`src/rtl/vbr_pkg.sv`:
```
package vbr_pkg;
   localparam int unsigned VBR_PRE_W  = 4;
   localparam int unsigned VBR_DATA_W = 32;

   typedef enum logic {
      ASM_IDLE    = 1'b0,
      ASM_COLLECT = 1'b1
   } asm_state_t;
endpackage

```
`src/rtl/vbr_biphase_decoder.sv`:
```
module vbr_biphase_decoder #(
   parameter int unsigned HALF_BIT_CLKS = 125
) (
   input  logic clk,
   input  logic rst_n,
   input  logic line_in,
   output logic bit_stb,
   output logic bit_val,
   output logic err_stb
);
   localparam int unsigned SHORT_MAX = (3 * HALF_BIT_CLKS) / 2;
   localparam int unsigned LONG_MAX  = (5 * HALF_BIT_CLKS) / 2;
   localparam int unsigned GAP_LIM   = LONG_MAX + 1;
   localparam int unsigned CW        = $clog2(GAP_LIM + 1);

   generate
      if (HALF_BIT_CLKS < 4) begin : g_bad_half
         $error("HALF_BIT_CLKS must be at least 4");
      end
   endgenerate

   logic [2:0]    sync_q;
   logic          line_edge;
   logic [CW-1:0] ivl_cnt;
   logic          half_pend;

   assign line_edge = sync_q[2] ^ sync_q[1];

   always_ff @(posedge clk or negedge rst_n) begin
      if (!rst_n) begin
         sync_q    <= '0;
         ivl_cnt   <= CW'(GAP_LIM);
         half_pend <= 1'b0;
         bit_stb   <= 1'b0;
         bit_val   <= 1'b0;
         err_stb   <= 1'b0;
      end else begin
         sync_q  <= {sync_q[1:0], line_in};
         bit_stb <= 1'b0;
         err_stb <= 1'b0;
         if (line_edge) begin
            ivl_cnt <= CW'(1);
            if (ivl_cnt <= CW'(SHORT_MAX)) begin
               if (half_pend) begin
                  bit_stb   <= 1'b1;
                  bit_val   <= 1'b1;
                  half_pend <= 1'b0;
               end else begin
                  half_pend <= 1'b1;
               end
            end else if (ivl_cnt <= CW'(LONG_MAX)) begin
               if (half_pend) begin
                  err_stb <= 1'b1;
               end else begin
                  bit_stb <= 1'b1;
                  bit_val <= 1'b0;
               end
               half_pend <= 1'b0;
            end else begin
               err_stb   <= 1'b1;
               half_pend <= 1'b0;
            end
         end else begin
            if (ivl_cnt == CW'(GAP_LIM - 1)) begin
               err_stb   <= 1'b1;
               half_pend <= 1'b0;
            end
            if (ivl_cnt != CW'(GAP_LIM)) ivl_cnt <= ivl_cnt + CW'(1);
         end
      end
   end

   AST_ONE_EVENT: assert property (@(posedge clk) disable iff (!rst_n)
      $onehot0({bit_stb, err_stb}));
   AST_ONE_AFTER_HALF: assert property (@(posedge clk) disable iff (!rst_n)
      bit_stb && bit_val |-> $past(half_pend));
endmodule

```
`src/rtl/vbr_frame_assembler.sv`:
```
module vbr_frame_assembler
   import vbr_pkg::*;
#(
   parameter int unsigned DATA_W = VBR_DATA_W,
   parameter int unsigned PRE_W  = VBR_PRE_W,
   parameter logic [PRE_W-1:0] PREAMBLE = 4'b1101
) (
   input  logic              clk,
   input  logic              rst_n,
   input  logic              bit_stb,
   input  logic              bit_val,
   input  logic              err_stb,
   output logic              frm_done,
   output logic              frm_pre_ok,
   output logic              frm_par_ok,
   output logic [DATA_W-1:0] frm_data
);
   localparam int unsigned FRAME_BITS = PRE_W + DATA_W + 1;
   localparam int unsigned BCW        = $clog2(FRAME_BITS + 1);

   generate
      if (PREAMBLE[PRE_W-1] != 1'b1) begin : g_bad_pre
         $error("PREAMBLE must start with a one");
      end
   endgenerate

   asm_state_t            state;
   logic [FRAME_BITS-1:0] shreg;
   logic [FRAME_BITS-1:0] shnext;
   logic [BCW-1:0]        bcnt;

   assign shnext = {shreg[FRAME_BITS-2:0], bit_val};

   always_ff @(posedge clk or negedge rst_n) begin
      if (!rst_n) begin
         state      <= ASM_IDLE;
         shreg      <= '0;
         bcnt       <= '0;
         frm_done   <= 1'b0;
         frm_pre_ok <= 1'b0;
         frm_par_ok <= 1'b0;
         frm_data   <= '0;
      end else begin
         frm_done <= 1'b0;
         if (err_stb) begin
            state <= ASM_IDLE;
         end else if (bit_stb) begin
            case (state)
               ASM_IDLE: begin
                  if (bit_val) begin
                     state <= ASM_COLLECT;
                     shreg <= FRAME_BITS'(1);
                     bcnt  <= BCW'(1);
                  end
               end
               default: begin
                  shreg <= shnext;
                  bcnt  <= bcnt + BCW'(1);
                  if (bcnt == BCW'(FRAME_BITS - 1)) begin
                     state      <= ASM_IDLE;
                     frm_done   <= 1'b1;
                     frm_pre_ok <= (shnext[FRAME_BITS-1 -: PRE_W] == PREAMBLE);
                     frm_par_ok <= ~(^shnext[DATA_W:0]);
                     frm_data   <= shnext[DATA_W:1];
                  end
               end
            endcase
         end
      end
   end

   AST_DONE_FROM_BIT: assert property (@(posedge clk) disable iff (!rst_n)
      frm_done |-> $past(bit_stb) && !$past(err_stb));
   AST_ERR_ABANDONS: assert property (@(posedge clk) disable iff (!rst_n)
      err_stb |=> !frm_done);
endmodule

```
`src/rtl/vbr_select_eval.sv`:
```
module vbr_select_eval #(
   parameter int unsigned DATA_W         = 32,
   parameter bit          FILTER_SUPPORT = 1'b1
) (
   input  logic              clk,
   input  logic              rst_n,
   input  logic              eval_stb,
   input  logic              filter_en,
   input  logic [DATA_W-1:0] pattern,
   input  logic [DATA_W-1:0] mask,
   output logic              sel_out
);
   logic hit;
   assign hit = |(pattern & mask);

   generate
      if (FILTER_SUPPORT) begin : g_filt
         logic prev_hit;
         always_ff @(posedge clk or negedge rst_n) begin
            if (!rst_n) begin
               prev_hit <= 1'b0;
               sel_out  <= 1'b0;
            end else if (eval_stb) begin
               prev_hit <= hit;
               sel_out  <= filter_en ? (hit & prev_hit) : hit;
            end
         end
         AST_FILTER_NEEDS_PREV: assert property (@(posedge clk) disable iff (!rst_n)
            eval_stb && filter_en && !prev_hit |=> !sel_out);
      end else begin : g_nofilt
         always_ff @(posedge clk or negedge rst_n) begin
            if (!rst_n)        sel_out <= 1'b0;
            else if (eval_stb) sel_out <= hit;
         end
      end
   endgenerate

   AST_SELECT_HOLDS: assert property (@(posedge clk) disable iff (!rst_n)
      !eval_stb |=> $stable(sel_out));
   AST_NO_HIT_NO_SELECT: assert property (@(posedge clk) disable iff (!rst_n)
      eval_stb && !hit |=> !sel_out);
endmodule

```
`src/rtl/vbr_receiver_top.sv`:
```
module vbr_receiver_top
   import vbr_pkg::*;
#(
   parameter int unsigned DATA_W         = VBR_DATA_W,
   parameter int unsigned PRE_W          = VBR_PRE_W,
   parameter logic [PRE_W-1:0] PREAMBLE  = 4'b1101,
   parameter int unsigned HALF_BIT_CLKS  = 125,
   parameter int unsigned SYNC_CLKS      = 9375,
   parameter bit          FILTER_SUPPORT = 1'b1
) (
   input  logic              clk,
   input  logic              rst_n,
   input  logic              rx_line,
   input  logic              force_zero,
   input  logic              filter_en,
   input  logic [DATA_W-1:0] sel_mask,
   input  logic              rd_strobe,
   output logic [DATA_W-1:0] data_out,
   output logic              data_valid,
   output logic              parity_err,
   output logic              select_out,
   output logic              sync_pulse
);
   localparam int unsigned SCW = $clog2(SYNC_CLKS + 1);

   generate
      if (SYNC_CLKS < 1) begin : g_bad_sync
         $error("SYNC_CLKS must be at least 1");
      end
   endgenerate

   logic              bit_stb, bit_val, err_stb;
   logic              frm_done, frm_pre_ok, frm_par_ok;
   logic [DATA_W-1:0] frm_data;
   logic [DATA_W-1:0] pat_in;
   logic              frame_good, frame_seen, frame_bad;
   logic [SCW-1:0]    sync_cnt;

   vbr_biphase_decoder #(.HALF_BIT_CLKS(HALF_BIT_CLKS)) u_dec (
      .clk(clk), .rst_n(rst_n), .line_in(rx_line),
      .bit_stb(bit_stb), .bit_val(bit_val), .err_stb(err_stb)
   );

   vbr_frame_assembler #(.DATA_W(DATA_W), .PRE_W(PRE_W), .PREAMBLE(PREAMBLE)) u_asm (
      .clk(clk), .rst_n(rst_n), .bit_stb(bit_stb), .bit_val(bit_val),
      .err_stb(err_stb), .frm_done(frm_done), .frm_pre_ok(frm_pre_ok),
      .frm_par_ok(frm_par_ok), .frm_data(frm_data)
   );

   assign frame_seen = frm_done & frm_pre_ok;
   assign frame_good = frame_seen & frm_par_ok;
   assign frame_bad  = frame_seen & ~frm_par_ok;
   assign pat_in     = force_zero ? '0 : frm_data;

   vbr_select_eval #(.DATA_W(DATA_W), .FILTER_SUPPORT(FILTER_SUPPORT)) u_sel (
      .clk(clk), .rst_n(rst_n), .eval_stb(frame_good), .filter_en(filter_en),
      .pattern(pat_in), .mask(sel_mask), .sel_out(select_out)
   );

   always_ff @(posedge clk or negedge rst_n) begin
      if (!rst_n) begin
         data_out   <= '0;
         data_valid <= 1'b0;
         parity_err <= 1'b0;
      end else begin
         if (frame_good)     data_out <= pat_in;
         if (frame_good)     data_valid <= 1'b1;
         else if (rd_strobe) data_valid <= 1'b0;
         if (frame_bad)      parity_err <= 1'b1;
         else if (rd_strobe) parity_err <= 1'b0;
      end
   end

   always_ff @(posedge clk or negedge rst_n) begin
      if (!rst_n)               sync_cnt <= '0;
      else if (frame_seen)      sync_cnt <= SCW'(SYNC_CLKS);
      else if (sync_cnt != '0)  sync_cnt <= sync_cnt - SCW'(1);
   end
   assign sync_pulse = (sync_cnt != '0);

   AST_VALID_NEEDS_FRAME: assert property (@(posedge clk) disable iff (!rst_n)
      $rose(data_valid) |-> $past(frame_good));
   AST_READ_CLEARS: assert property (@(posedge clk) disable iff (!rst_n)
      rd_strobe && !frame_good |=> !data_valid);
   AST_DATA_STABLE: assert property (@(posedge clk) disable iff (!rst_n)
      !frame_good |=> $stable(data_out));
   AST_SYNC_NEEDS_FRAME: assert property (@(posedge clk) disable iff (!rst_n)
      $rose(sync_pulse) |-> $past(frame_seen));
   AST_ERR_NEEDS_FRAME: assert property (@(posedge clk) disable iff (!rst_n)
      $rose(parity_err) |-> $past(frm_done));
endmodule

```
`config.mk`:
```
export PLATFORM = sky130hd
export DESIGN_NAME = vbr_receiver_top
export DESIGN_NICKNAME = d
export VERILOG_FILES = /design/src/rtl/vbr_pkg.sv /design/src/rtl/vbr_biphase_decoder.sv /design/src/rtl/vbr_frame_assembler.sv /design/src/rtl/vbr_select_eval.sv /design/src/rtl/vbr_receiver_top.sv
export SDC_FILE = /design/constraint.sdc
export NUM_CORES = 1
export LEC_CHECK = 0
export CAP_MARGIN = 30
export CORE_MARGIN = 5
export CORE_UTILIZATION = 52
export DETAILED_ROUTE_END_ITERATION = 10
export DONT_BUFFER_PORTS = 1
export GPL_TIMING_DRIVEN = 0
export HOLD_SLACK_MARGIN = 0.05
export PLACE_DENSITY = 0.67
export SLEW_MARGIN = 20
export SYNTH_ARGS = -nofsm -noshare
export SYNTH_HDL_FRONTEND = slang
export SYNTH_SLANG_ARGS = --single-unit
```
`constraint.sdc`:
```
create_clock -name clk -period 2.9 [get_ports clk]
set_clock_uncertainty 0.05 [all_clocks]
set_input_delay 0.58 -clock clk [delete_from_list [all_inputs] [get_ports clk]]
set_output_delay 0.58 -clock clk [all_outputs]
set_load 0.02 [all_outputs]
```
==> metrics.txt <==
Max FO, Critical Path 10; Pleak 0.00324 uW; max_cap viols 0; fill count 977; Req. time, crit path 2270 ps; Routed WL 12900 um; Final Hold Viols 139; most frequent cells in the layout dfrtp_1 (139), nand2_1 (90), o21ai_0 (44); vias in the first global route 4228; Final Setup Violations 0; Total GRT Usage 19.1%; CTS root buf clkbuf_16; Net Count, Synth 595; GPL Wtd Cong 0.823; post-DR wirelength/cell 17.7 um; worst-path cell chain nor4_2, nand4b_1, or3_1, buf_6; Hold Path Class primary input to async pin; largest net degree at the start of global routing 145; initial antenna violation count 0; Final period util 90.7%; Total Nets Final 614; die height 119 um; Hold WS -195 ps; I/O pins 74; Final Non-Filler Cells 729; Syn Area/Cell 11.3 um2; crit path max-delay cell type dfrtp_1; wl on met1 5770 um; peak supply drop 0.354 mV; global-route wire length before repair 21500 um; max incr delay on CP 410 ps; Crit Path Category flip-flop to primary output; layout cell share with drive strength beyond 1 14.1%; Via-to-Cell Ratio 5.66; Clock Latency Late Sink 420 ps; # port buffers 0; Post-CTS Setup Repair Bufs 0; WP buf/inv 1; initial drt markers 256; final antenna-violating net count 0; iteration count of the initial detailed-routing pass 4; Async S/R FF share, synth 100%; CP arrival 2000 ps; cell row count 40; via count 4129; register area share after synthesis 58.0%; post-synth cell types 46; status finished with violations; most common cell after layout, fill and taps aside dfrtp_1; total negative slack 0 ps; failing checks negative hold slack; DRC viols 0; max-slew violations 0; ANT cells 0; Layout area overhead 12.5%; Top FF cell, synth dfrtp_1; clk sinks 144; Worst Setup End Kind primary output; Max H-tree Level 4; area leader, netlist dfrtp_1; routed wl met3 828 um; YS warnings 0; CP Launch Type flip-flop; post-DP HPWL 9070 um; post-synth top area share 55.9%; Die X 119 um; FMAX 0.380 GHz; #FFs+latches synth 144; Synth area leaders dfrtp_1 (56%), mux2_2 (6.3%), nand2_1 (5.4%); Initial Utilization 52.5%; die area 14300 um2; placed insts 697; minimum clock period 2630 ps; gr ovfl total 0; CP delay by family, top simple AND/OR/NAND/NOR gates; RSZ-0062 raised after global routing false; worst relative slew slack 55.6%; mapped cell area 6220 um2; Inserted Clock Buffers 17; DR top layer met4; cell count after synthesis 550; CTS tree yes; worst slew pin tran 663 ps; Power Dens Cells 672 nW/um2; core area 11900 um2; Post-synth EDFFs 0; Clock Path Buffers 2; CTS clk-pin slew, worst paths 60 ps; met2 wire length 6100 um
-- routing by layer --
metal / GRT usage (%) / up-vias
met5: 0 / -
met4: 7.02 / 0
met3: 5.46 / 17
met2: 30.0 / 103
met1: 25.3 / 2040
li1: - / 1969
-- worst reg2reg max path, cell delays in order, from the launching register on --
cell	delay, ps
dfstp_2	580
ha_1	230
inv_1	80
a31oi_1	170
o21bai_1	80
a21oi_1	320
ha_1	310
nand2_1	70
mux2_2	320
-- cell usage after synthesis (all sizes together), types with 2 or more instances --
cell    number
dfrtp      139
nand2       90
o21ai       46
a22o        35
mux2        35
xnor2       34
nor2        20
a22oi       16
clkbuf      16
xor2        14
a21oi       13
inv         12
buf          9
nand3        9
nand4        8
ha           7
or3          7
and2         5
dfstp        5
nor4         4
a211oi       2
a31oi        2
and3         2
and4b        2
nand4b       2
nor2b        2
-- logic make-up (layout without fill, tap and decap cells) --
| group | after synthesis | after routing | share of synthesized area, % |
|---|---|---|---|
| buf+inv | 37 | 69 | 2.45 |
| flops | 144 | 144 | 58.0 |
| mux | 35 | 35 | 6.33 |
| simple gates | 157 | 157 | 11.7 |
| fa+ha+maj | 7 | 7 | 1.41 |
| compound gates | 121 | 121 | 13.0 |
| xor+xnor | 49 | 49 | 7.12 |
-- metrics by stage --
step	util, %	power (uW)	hold slack [ps]	setup slack, ps	instance area (um2)
after floorplan	-	2500	234	772	6220
after global placement	54.0	2580	238	625	6410
after detailed placement	54.0	2600	238	595	6410
after CTS	59.0	4740	-212	256	7000
after global routing	59.0	4890	-216	152	7000
final	59.0	4700	-195	270	7000
-- area by class of cell --
class / count / area (um2) / area share [%]
plain buffers: 25 / 108 / 1.54
well taps: 147 / 184 / 2.63
multi-input cells: 369 / 2460 / 35.2
inverters: 12 / 45.0 / 0.643
flip-flops and latches: 144 / 3610 / 51.6
clock inverters: 10 / 109 / 1.55
clock buffers: 22 / 484 / 6.92
-- path summary, 6_finish.rpt --
check                            startpoint          endpoint  slack [ps]  depth (start not counted)
max                             sync_cnt[6]        sync_pulse         270                          4
min                                   rst_n       sync_cnt[1]        -190                          0
max reg2reg                u_dec.ivl_cnt[0]     u_dec.bit_val         580                          8
min reg2reg                 u_dec.sync_q[0]   u_dec.sync_q[1]         290                          0
max in group asynchronous             rst_n  u_dec.ivl_cnt[0]        2700                          0
min in group clk                    rx_line   u_dec.sync_q[0]         140                          0
-- registers in the layout, indices dropped and copies added, names as in the netlist --
| signal | cells |
|---|---|
| u_dec.ivl_cnt | 9 |
| sync_cnt | 14 |
| u_asm.state | 1 |
| u_asm.frm_data | 32 |
| u_dec.half_pend | 1 |
| u_dec.bit_stb | 1 |
| parity_err | 1 |
| u_asm.shreg | 36 |
| u_asm.frm_pre_ok | 1 |
| u_dec.err_stb | 1 |
| u_asm.frm_par_ok | 1 |
| data_valid | 1 |
| u_sel.sel_out | 1 |
| u_asm.bcnt | 6 |
| u_dec.bit_val | 1 |
| u_dec.sync_q | 3 |
| data_out | 32 |
| u_sel.g_filt.prev_hit | 1 |
| u_asm.frm_done | 1 |
-- timing repair --
action                                  CTS  global route
hold endpoints to repair                144           144
resized for setup                         0             0
endpoints found under the setup margin    0             0
-- power by group --
group	switching [uW]	internal, uW	leakage [uW]
registers	86.1	2080	0.00179
clock network	794	1350	0.000292
logic	198	194	0.00116
No activity file was read; power rests on OpenSTA's default activity.
